<file path="src/rtl/cal_rtc_pkg.sv">
package cal_rtc_pkg;

  typedef struct packed {
    logic [4:0] cent;
    logic [6:0] year;
    logic [3:0] mon;
    logic [4:0] day;
    logic [4:0] hour;
    logic [5:0] min;
    logic [5:0] sec;
  } cal_t;

  localparam int unsigned WORD_TA    = 0;
  localparam int unsigned WORD_TB    = 1;
  localparam int unsigned WORD_ALM   = 2;
  localparam int unsigned WORD_CTRL  = 4;
  localparam int unsigned WORD_ALMST = 5;

  localparam int unsigned BIT_RUN    = 0;
  localparam int unsigned BIT_PERMIT = 1;

  function automatic logic [31:0] pack_ta(cal_t c);
    return {3'b0, c.day, 3'b0, c.hour, 2'b0, c.min, 2'b0, c.sec};
  endfunction

  function automatic logic [31:0] pack_tb(cal_t c);
    return {11'b0, c.cent, 1'b0, c.year, 4'b0, c.mon};
  endfunction

  // full year divisible by 400 <=> century divisible by 4 when year-in-century is 0
  function automatic logic is_leap(logic [4:0] cent, logic [6:0] year);
    if (year != 7'd0) return (year[1:0] == 2'b00);
    return (cent[1:0] == 2'b00);
  endfunction

  function automatic logic [4:0] month_len(logic [3:0] mon, logic leap);
    case (mon)
      4'd2:                      return leap ? 5'd29 : 5'd28;
      4'd4, 4'd6, 4'd9, 4'd11:   return 5'd30;
      default:                   return 5'd31;
    endcase
  endfunction

endpackage

</file>
<file path="src/rtl/cal_rtc_prescaler.sv">
module cal_rtc_prescaler #(
  parameter int unsigned TICK_DIV = 32768
) (
  input  logic clk_i,
  input  logic rst_ni,
  input  logic en_i,
  input  logic clr_i,
  output logic tick_o
);
  localparam int unsigned CW = (TICK_DIV > 1) ? $clog2(TICK_DIV) : 1;
  localparam logic [CW-1:0] LAST = CW'(TICK_DIV - 1);

  logic [CW-1:0] cnt_q;
  logic          at_last;

  assign at_last = (cnt_q == LAST);
  // a load in the same cycle swallows the tick
  assign tick_o  = en_i && at_last && !clr_i;

  always_ff @(posedge clk_i or negedge rst_ni) begin
    if (!rst_ni)     cnt_q <= '0;
    else if (clr_i)  cnt_q <= '0;
    else if (en_i)   cnt_q <= at_last ? '0 : cnt_q + 1'b1;
  end
endmodule

</file>
<file path="src/rtl/cal_rtc_time.sv">
module cal_rtc_time
  import cal_rtc_pkg::*;
(
  input  logic clk_i,
  input  logic rst_ni,
  input  logic tick_i,
  input  logic ld_ta_i,
  input  logic ld_tb_i,
  input  cal_t ld_val_i,
  output cal_t cal_o
);
  cal_t cal_q, cal_d;
  logic w_sec, w_min, w_hour, w_day, w_mon, w_year;
  logic [4:0] last_day;

  always_comb begin
    last_day = month_len(cal_q.mon, is_leap(cal_q.cent, cal_q.year));
    w_sec    = cal_q.sec  >= 6'd59;
    w_min    = cal_q.min  >= 6'd59;
    w_hour   = cal_q.hour >= 5'd23;
    w_day    = cal_q.day  >= last_day;
    w_mon    = cal_q.mon  >= 4'd12;
    w_year   = cal_q.year >= 7'd99;

    cal_d = cal_q;
    if (tick_i) begin
      cal_d.sec = w_sec ? 6'd0 : cal_q.sec + 6'd1;
      if (w_sec) begin
        cal_d.min = w_min ? 6'd0 : cal_q.min + 6'd1;
        if (w_min) begin
          cal_d.hour = w_hour ? 5'd0 : cal_q.hour + 5'd1;
          if (w_hour) begin
            cal_d.day = w_day ? 5'd1 : cal_q.day + 5'd1;
            if (w_day) begin
              cal_d.mon = w_mon ? 4'd1 : cal_q.mon + 4'd1;
              if (w_mon) begin
                cal_d.year = w_year ? 7'd0 : cal_q.year + 7'd1;
                if (w_year) cal_d.cent = cal_q.cent + 5'd1;
              end
            end
          end
        end
      end
    end
    if (ld_ta_i) begin
      cal_d.day  = ld_val_i.day;
      cal_d.hour = ld_val_i.hour;
      cal_d.min  = ld_val_i.min;
      cal_d.sec  = ld_val_i.sec;
    end
    if (ld_tb_i) begin
      cal_d.cent = ld_val_i.cent;
      cal_d.year = ld_val_i.year;
      cal_d.mon  = ld_val_i.mon;
    end
  end

  always_ff @(posedge clk_i or negedge rst_ni) begin
    if (!rst_ni) cal_q <= '0;
    else         cal_q <= cal_d;
  end

  assign cal_o = cal_q;
endmodule

</file>
<file path="src/rtl/cal_rtc.sv">
module cal_rtc
  import cal_rtc_pkg::*;
#(
  parameter int unsigned TICK_DIV = 32768,
  parameter int unsigned ADDR_W   = 5
) (
  input  logic              clk_i,
  input  logic              rst_ni,
  input  logic [ADDR_W-1:0] addr_i,
  input  logic              we_i,
  input  logic [31:0]       wdata_i,
  output logic [31:0]       rdata_o
);
  localparam int unsigned IDX_W = ADDR_W - 2;

  logic [IDX_W-1:0] word;
  logic [31:0]      ctrl_q;
  logic [31:0]      rdata_d;
  logic             ld_ta, ld_tb, tick;
  cal_t             cal_q, ld_val;
  logic             unused_addr;

  assign word        = addr_i[ADDR_W-1:2];
  assign unused_addr = ^addr_i[1:0];

  assign ld_ta = we_i && ctrl_q[BIT_PERMIT] && (word == IDX_W'(WORD_TA));
  assign ld_tb = we_i && ctrl_q[BIT_PERMIT] && (word == IDX_W'(WORD_TB));

  assign ld_val = '{cent: wdata_i[20:16], year: wdata_i[14:8], mon: wdata_i[3:0],
                    day:  wdata_i[28:24], hour: wdata_i[20:16],
                    min:  wdata_i[13:8],  sec:  wdata_i[5:0]};

  always_ff @(posedge clk_i or negedge rst_ni) begin
    if (!rst_ni)                                  ctrl_q <= '0;
    else if (we_i && word == IDX_W'(WORD_CTRL))   ctrl_q <= wdata_i;
  end

  cal_rtc_prescaler #(.TICK_DIV(TICK_DIV)) u_presc (
    .clk_i  (clk_i),
    .rst_ni (rst_ni),
    .en_i   (ctrl_q[BIT_RUN]),
    .clr_i  (ld_ta || ld_tb),
    .tick_o (tick)
  );

  cal_rtc_time u_time (
    .clk_i    (clk_i),
    .rst_ni   (rst_ni),
    .tick_i   (tick),
    .ld_ta_i  (ld_ta),
    .ld_tb_i  (ld_tb),
    .ld_val_i (ld_val),
    .cal_o    (cal_q)
  );

  always_comb begin
    rdata_d = '0;
    if (word == IDX_W'(WORD_TA))        rdata_d = pack_ta(cal_q);
    else if (word == IDX_W'(WORD_TB))   rdata_d = pack_tb(cal_q);
    else if (word == IDX_W'(WORD_CTRL)) rdata_d = ctrl_q;
  end

  always_ff @(posedge clk_i or negedge rst_ni) begin
    if (!rst_ni) rdata_o <= '0;
    else         rdata_o <= rdata_d;
  end
endmodule

</file>
<file path="config.mk">
export PLATFORM = sky130hd
export DESIGN_NAME = cal_rtc
export DESIGN_NICKNAME = d
export VERILOG_FILES = /design/src/rtl/cal_rtc_pkg.sv /design/src/rtl/cal_rtc_prescaler.sv /design/src/rtl/cal_rtc_time.sv /design/src/rtl/cal_rtc.sv
export SDC_FILE = /design/constraint.sdc
export NUM_CORES = 1
export LEC_CHECK = 0
export BUFFER_PORTS_ARGS = -buffer_cell sky130_fd_sc_hd__buf_2
export CORE_MARGIN = 10
export CORE_UTILIZATION = 54
export DETAILED_ROUTE_END_ITERATION = 16
export PLACE_DENSITY = 0.77
export SYNTH_ARGS = -nofsm -noshare
export SYNTH_HDL_FRONTEND = slang
export SYNTH_SLANG_ARGS = --single-unit
</file>
<file path="constraint.sdc">
create_clock -name clk_i -period 5.9 [get_ports clk_i]
set_input_delay 0.885 -clock clk_i [delete_from_list [all_inputs] [get_ports clk_i]]
set_output_delay 0.885 -clock clk_i [all_outputs]
set_load 0.005 [all_outputs]
</file>
; Yosys cells after proc, flatten, opt, wreduce, memory -nomap -nowiden
; Index checks and enable logic that the tools add are counted.
[word_totals]
register_bits = 117
inputBits = 40
out_inout_bits = 32
wordCells = 89
[classes]
add_sub_neg = 8
order_cmp = 6
eq_ne = 8
n_mux = 26
reduce_logical = 31
[op_table]
columns = operator, n
row1 = $mux 32, 4
row2 = $mux 15, 3
row3 = $mux 38, 1
row4 = $mux 16, 2
row5 = $mux 26, 1
row6 = $reduce_bool 2->1, 12
row7 = $mux 22, 1
row8 = $mux 21, 1
row9 = $add 15x1->15 const B, 1
row10 = $add 5x1->5 const B, 3
row11 = $eq 15x15->1 const B, 1
row12 = $mux 5, 3
row13 = $add 6x1->6 const B, 2
row14 = $ge 6x6->1 const B, 2
row15 = $mux 12, 1
row16 = $mux 6, 2
row17 = $pmux 5 s2, 1
row18 = $eq 4x3->1 const B, 2
row19 = $eq 4x4->1 const B, 2
row20 = $add 7x1->7 const B, 1
row21 = $ge 7x7->1 const B, 1
row22 = $mux 7, 1
row23 = $reduce_and 7->1, 1
row24 = $reduce_bool 7->1, 1
row25 = other kinds (20), 29

; Depth between registers and ports, before layout
[logic_depth]
ltp_word = 12
mapped_depth = 13
ltp_nobuf = 12

; By module
; Synthesis repeated with hierarchy kept, for this count alone.
[unflattened]
hier_cells = 589
area_unflattened_um2 = 6135.9
[modules_own_cells]
columns = mod, n_inst, cells_each, area_per_inst_um2, seq_area_each_um2
row1 = cal_rtc, 1, 206, 2836.5, 1601.5
row2 = cal_rtc_time, 1, 301, 2513.7, 950.9
row3 = cal_rtc_prescaler, 1, 82, 785.8, 375.4

; Worst setup path after synthesis
; No wires, ideal clock.
[synth_path]
path_type = in2reg
from = input addr_i[4]
to = register u_time.cal_o[35] (netlist name)
setup_ps = 82
arrival_ps = 2785
required_ps = 5818
path_slack_ps = 3033
stages = 8
path_buffers = 3
path_cell_list = clkbuf_1 nand4bb_1 clkbuf_1 nand2_1 or3_1 buf_2 or4_1 a31oi_1
[synth_between]
elab_chain_len = 7
elab_cells_between_ends = 16
classes_between = eq/ne (1) / mux (1) / reduce/logical (14)
[synth_lines]
columns = element, line
row1 = start: declaration, cal_rtc.sv:9  ; input logic [ADDR_W-1:0] addr_i,
row2 = $eq 3x1->1 / $logic_not 3->1 (equally long branches), "cal_rtc.sv:27, cal_rtc.sv:26"
row3 = $logic_and 1x1->1 (on tied branches), "cal_rtc.sv:27, cal_rtc.sv:26"
row4 = $logic_or 1x1->1, cal_rtc.sv:42  ; .clr_i (ld_ta || ld_tb),
row5 = $logic_not 1->1, cal_rtc_prescaler.sv:18  ; assign tick_o = en_i && at_last && !clr_i;
row6 = $logic_and 1x1->1, cal_rtc_prescaler.sv:18
row7 = $reduce_bool 2->1 (no line), n/a
row8 = $reduce_and 7->1 (no line), n/a
; Parallel ways exist; a longest one is shown, timed or not.
; A chain may end at the register's enable or synchronous reset.

; Final worst setup path
[layout_path]
from = input addr_i[4]
to = register u_time.cal_o[25] (netlist name)
[layout_between]
elab_chain_len = 7
elab_cells_between_ends = 14
classes_between = eq/ne (1) / mux (1) / reduce/logical (12)
[layout_lines]
columns = element, line
row1 = $eq 3x1->1 / $logic_not 3->1 (equally long branches), "cal_rtc.sv:27, cal_rtc.sv:26"
row2 = $logic_and 1x1->1 (on tied branches), "cal_rtc.sv:27, cal_rtc.sv:26"
row3 = $logic_or 1x1->1, cal_rtc.sv:42
row4 = $logic_not 1->1, cal_rtc_prescaler.sv:18
row5 = $logic_and 1x1->1, cal_rtc_prescaler.sv:18
row6 = $reduce_bool 2->1 (no line), n/a
row7 = $reduce_and 5->1 (no line), n/a
; Parallel ways exist; a longest one is shown, timed or not.

==> impl_metrics.py <==
metrics = {
    "setup_path": {
        "path_class": "in -> reg",
        "r2r_slack_ps": 2780,
        "r2r_start": "u_time.cal_o[33]",
        "cp-endpoint": "u_time.cal_o[25]",
        "critPathLaunch": "addr_i[4]",
        "rr_worst_depth": 12,
        "worstPathArrival_ps": 3640,
        "cp_max_fo": 37,
        "r2r_end": "u_time.cal_o[36]",
        "cp_data_required_time_ps": 6310,
        "end_kind": "flip-flop",
        "start_kind": "input port",
    },
    "finish": {
        "drive_above_1_share_pct": 21.27,
        "fin_nets": 719,
        "fin_area_sq_um": 6987,
        "syn_to_final_growth_pct": 17.04,
        "multi_input_area_sq_um": 2845,
        "final_common_cell": "dfrtp_1",
        "mostFrequentLayoutCells": "117 x dfrtp_1, 85 x nor2_1, 68 x buf_2, 36 x nand2_1",
        "n_antenna_cell": 0,
        "seq_area_sq_um": 2928,
        "num-fill-cells": 850,
    },
    "floorplan": {
        "dieWidth_microns": 125.1,
        "die_area_sq_um": 15660,
        "start_util_pct": 55.07,
        "rows": 38,
        "core_sq_um": 10840,
        "io_pins": 72,
        "die_height_microns": 125.1,
    },
    "clocking": {
        "cts_buffers": 17,
        "cts_root_buf": "clkbuf_8",
        "cts.sinks": 117,
        "cts_tree": "done",
        "clock_latency_ps": 520,
        "clockBufferDepth": 2,
        "cts_setup_buffers": 0,
        "cts.repair.resized": 0,
        "ctsHoldBuffers": 0,
        "htree_levels": 4,
        "path_clk_slew_ps": 60,
    },
    "hold_path": {
        "worst_hold_path_type": "in -> async",
    },
    "synthesis": {
        "synth_adder_area_share_pct": 3.144,
        "yosys_warnings": 0,
        "syn_area_sq_um": 5969,
        "syn-instance-count": 605,
        "synth-compound-area-share_pct": 14.80,
        "synth_top_family_by_area": "simple AND/OR/NAND/NOR gates",
        "syn_avg_cell_area_sq_um": 9.867,
        "synth_xor_area_share_pct": 1.761,
        "synth_seq_cells": 117,
        "yosys-mux-area-fraction_pct": 10.27,
        "synth_top_area_cell": "dfrtp_1",
        "synth_edf_count": 0,
        "syn_nets": 660,
        "synthTopCellsByArea": "dfrtp_1 49%, mux2_2 6.4%, nor2_1 5.3%, mux2i_1 3.9%, ha_1 3.1%",
        "synth_top_area_share_pct": 49.05,
        "yosys.area_share.simple_pct": 17.69,
        "ys_types": 59,
        "ys_async_sr_fraction_pct": 100.0,
        "ys.flop_type": "dfrtp_1",
        "ys_seq_area_share_pct": 49.05,
    },
    "job": {
        "maxCapViolations": 0,
    },
    "global_routing": {
        "antenna_found_initial": 0,
        "grt_pass1_vias": 4993,
        "overflow": 0,
        "track_usage_pct": 19.38,
        "grt_max_degree": 74,
        "grt_pass1_wl_microns": 25340,
    },
    "power": {
        "p_leak_nw": 3.233,
        "p_per_area_nw_per_um2": 400.7,
        "seqPwrFrac_pct": 41.7,
        "p_switching_mw": 0.8878,
        "switching_share_pct": 31.71,
        "combPwrFrac_pct": 21.5,
        "vdd.ir_drop.worst_mv": 0.2323,
        "intPower_mw": 1.912,
        "p_clk_share_pct": 36.9,
    },
    "status": {
        "status": "finished clean",
    },
    "timing": {
        "clock_skew_ps": 9.374,
        "fmax_mhz": 310.0,
        "finalSetupViolCount": 0,
        "finalHoldViolCount": 0,
        "setup_slack_ps": 2674,
        "finalSetupTns_ps": 0,
        "grt_setup_unrepaired": "no",
        "timing.slew.headroom_pct": 17.25,
        "min_period_ps": 3226,
        "drv_slew": 0,
        "worst_pin_slew_ps": 1232,
        "timing.final.crit_share_pct": 54.68,
    },
    "drt": {
        "wl_microns": 15360,
        "drt-pass1-iter-count": 5,
        "vias": 5062,
        "wl_per_cell_microns": 18.80,
        "detail_route.drc_violations": 0,
        "ant_nets": 0,
        "drt_iter0_markers": 521,
        "routed_via_density": 6.196,
    },
    "placed_design": {
        "place_congestion": 0.9355,
        "place_ws_ps": 2213,
        "dp_hpwl_microns": 10680,
        "io_buffers": 69,
        "place_area_sq_um": 6390,
    },
}
-- registers in the layout (all words and copies together) (netlist names) --
| name | cells |
|---|---|
| ctrl_q | 32 |
| u_presc.cnt_q | 15 |
| u_time.cal_o | 38 |
| rdata_o | 32 |
-- worst min path at each step --
stage,cells after the start,end
5_1_grt,1,ctrl_q[30]
3_5_place_dp,1,ctrl_q[22]
4_1_cts,1,ctrl_q[23]
3_3_place_gp,1,ctrl_q[31]
2_1_floorplan,1,ctrl_q[15]
6_report,1,ctrl_q[30]
-- kinds of logic after synthesis --
group	Yosys count
AO/OA/AOI/OAI	138
AND/OR/NAND/NOR	216
flip-flops	117
buffers and inverters	50
XOR/XNOR	12
adder cells (fa/ha/maj)	15
multiplexers	57
-- power by group through the flow --
stage / logic [mW] / clock network, mW / registers, mW
6_report: 0.601 / 1.03 / 1.17
5_1_grt: 0.680 / 1.09 / 1.19
2_1_floorplan: 0.446 / 0 / 1.11
3_5_place_dp: 0.590 / 0 / 1.17
4_1_cts: 0.600 / 1.05 / 1.16
3_3_place_gp: 0.560 / 0 / 1.15
-- through the flow --
| step | hold slack, ps | util, % | instances | total power [mW] |
|---|---|---|---|---|
| 2_1_floorplan | 472.8 | - | 605 | 1.555 |
| 3_3_place_gp | 482.7 | 58.95 | 785 | 1.714 |
| 3_5_place_dp | 489.8 | 58.95 | 785 | 1.760 |
| 4_1_cts | 371.7 | 64.45 | 817 | 2.805 |
| 5_1_grt | 391.6 | 64.45 | 817 | 2.959 |
| 6_report | 354.9 | 64.45 | 817 | 2.800 |
-- layout make-up --
class / instances / area share [%]
sequential: 117 / 41.91
multi-input combinational: 438 / 40.72
clock buffer: 20 / 6.375
timing repair buffer: 73 / 5.408
clock inverter: 12 / 2.167
tap: 140 / 2.507
inverter: 17 / 0.9133
-- per-layer routing --
layer  up-vias  global-route usage, %  wire length (microns)
li1       2327                      -                      -
met1      2491                  24.37                   6435
met2       213                  31.38                   7447
met3        31                  5.070                   1187
met4         0                  7.385                    293
met5         -                      0                      0
-- cells in the mapped netlist, drive strengths merged, types with 2 or more instances --
library cell  instances
a22oi                 2
nor4                  9
clkbuf               28
o31ai                 8
or2                   2
nor3                  8
xnor2                 4
o22ai                 2
dfrtp               117
or4                   5
a21o                  3
a31oi                20
mux2                 34
o2111a                2
a211oi                2
nand4                17
nand4b                3
nand2b                2
a21boi                2
o2111ai               2
nor2                 85
a41oi                 2
xor2                  8
o22a                  2
a22o                  2
inv                  17
a211o                 2
nand3                21
buf                   5
mux2i                23
ha                   15
nand2                36
a21oi                34
o311ai                3
nor2b                 5
or3                   3
a32oi                 4
a31o                  2
o211ai                3
and3                 14
and2                  2
o21ai                33
o31a                  2
-- worst max-delay path: stages --
cell,delay [ps]
buf_2,560
nand4bb_1,410
nand2_1,300
nor3_1,1060
a31oi_1,190
o22a_1,220
Note: power is estimated with default switching activity, not from simulation.
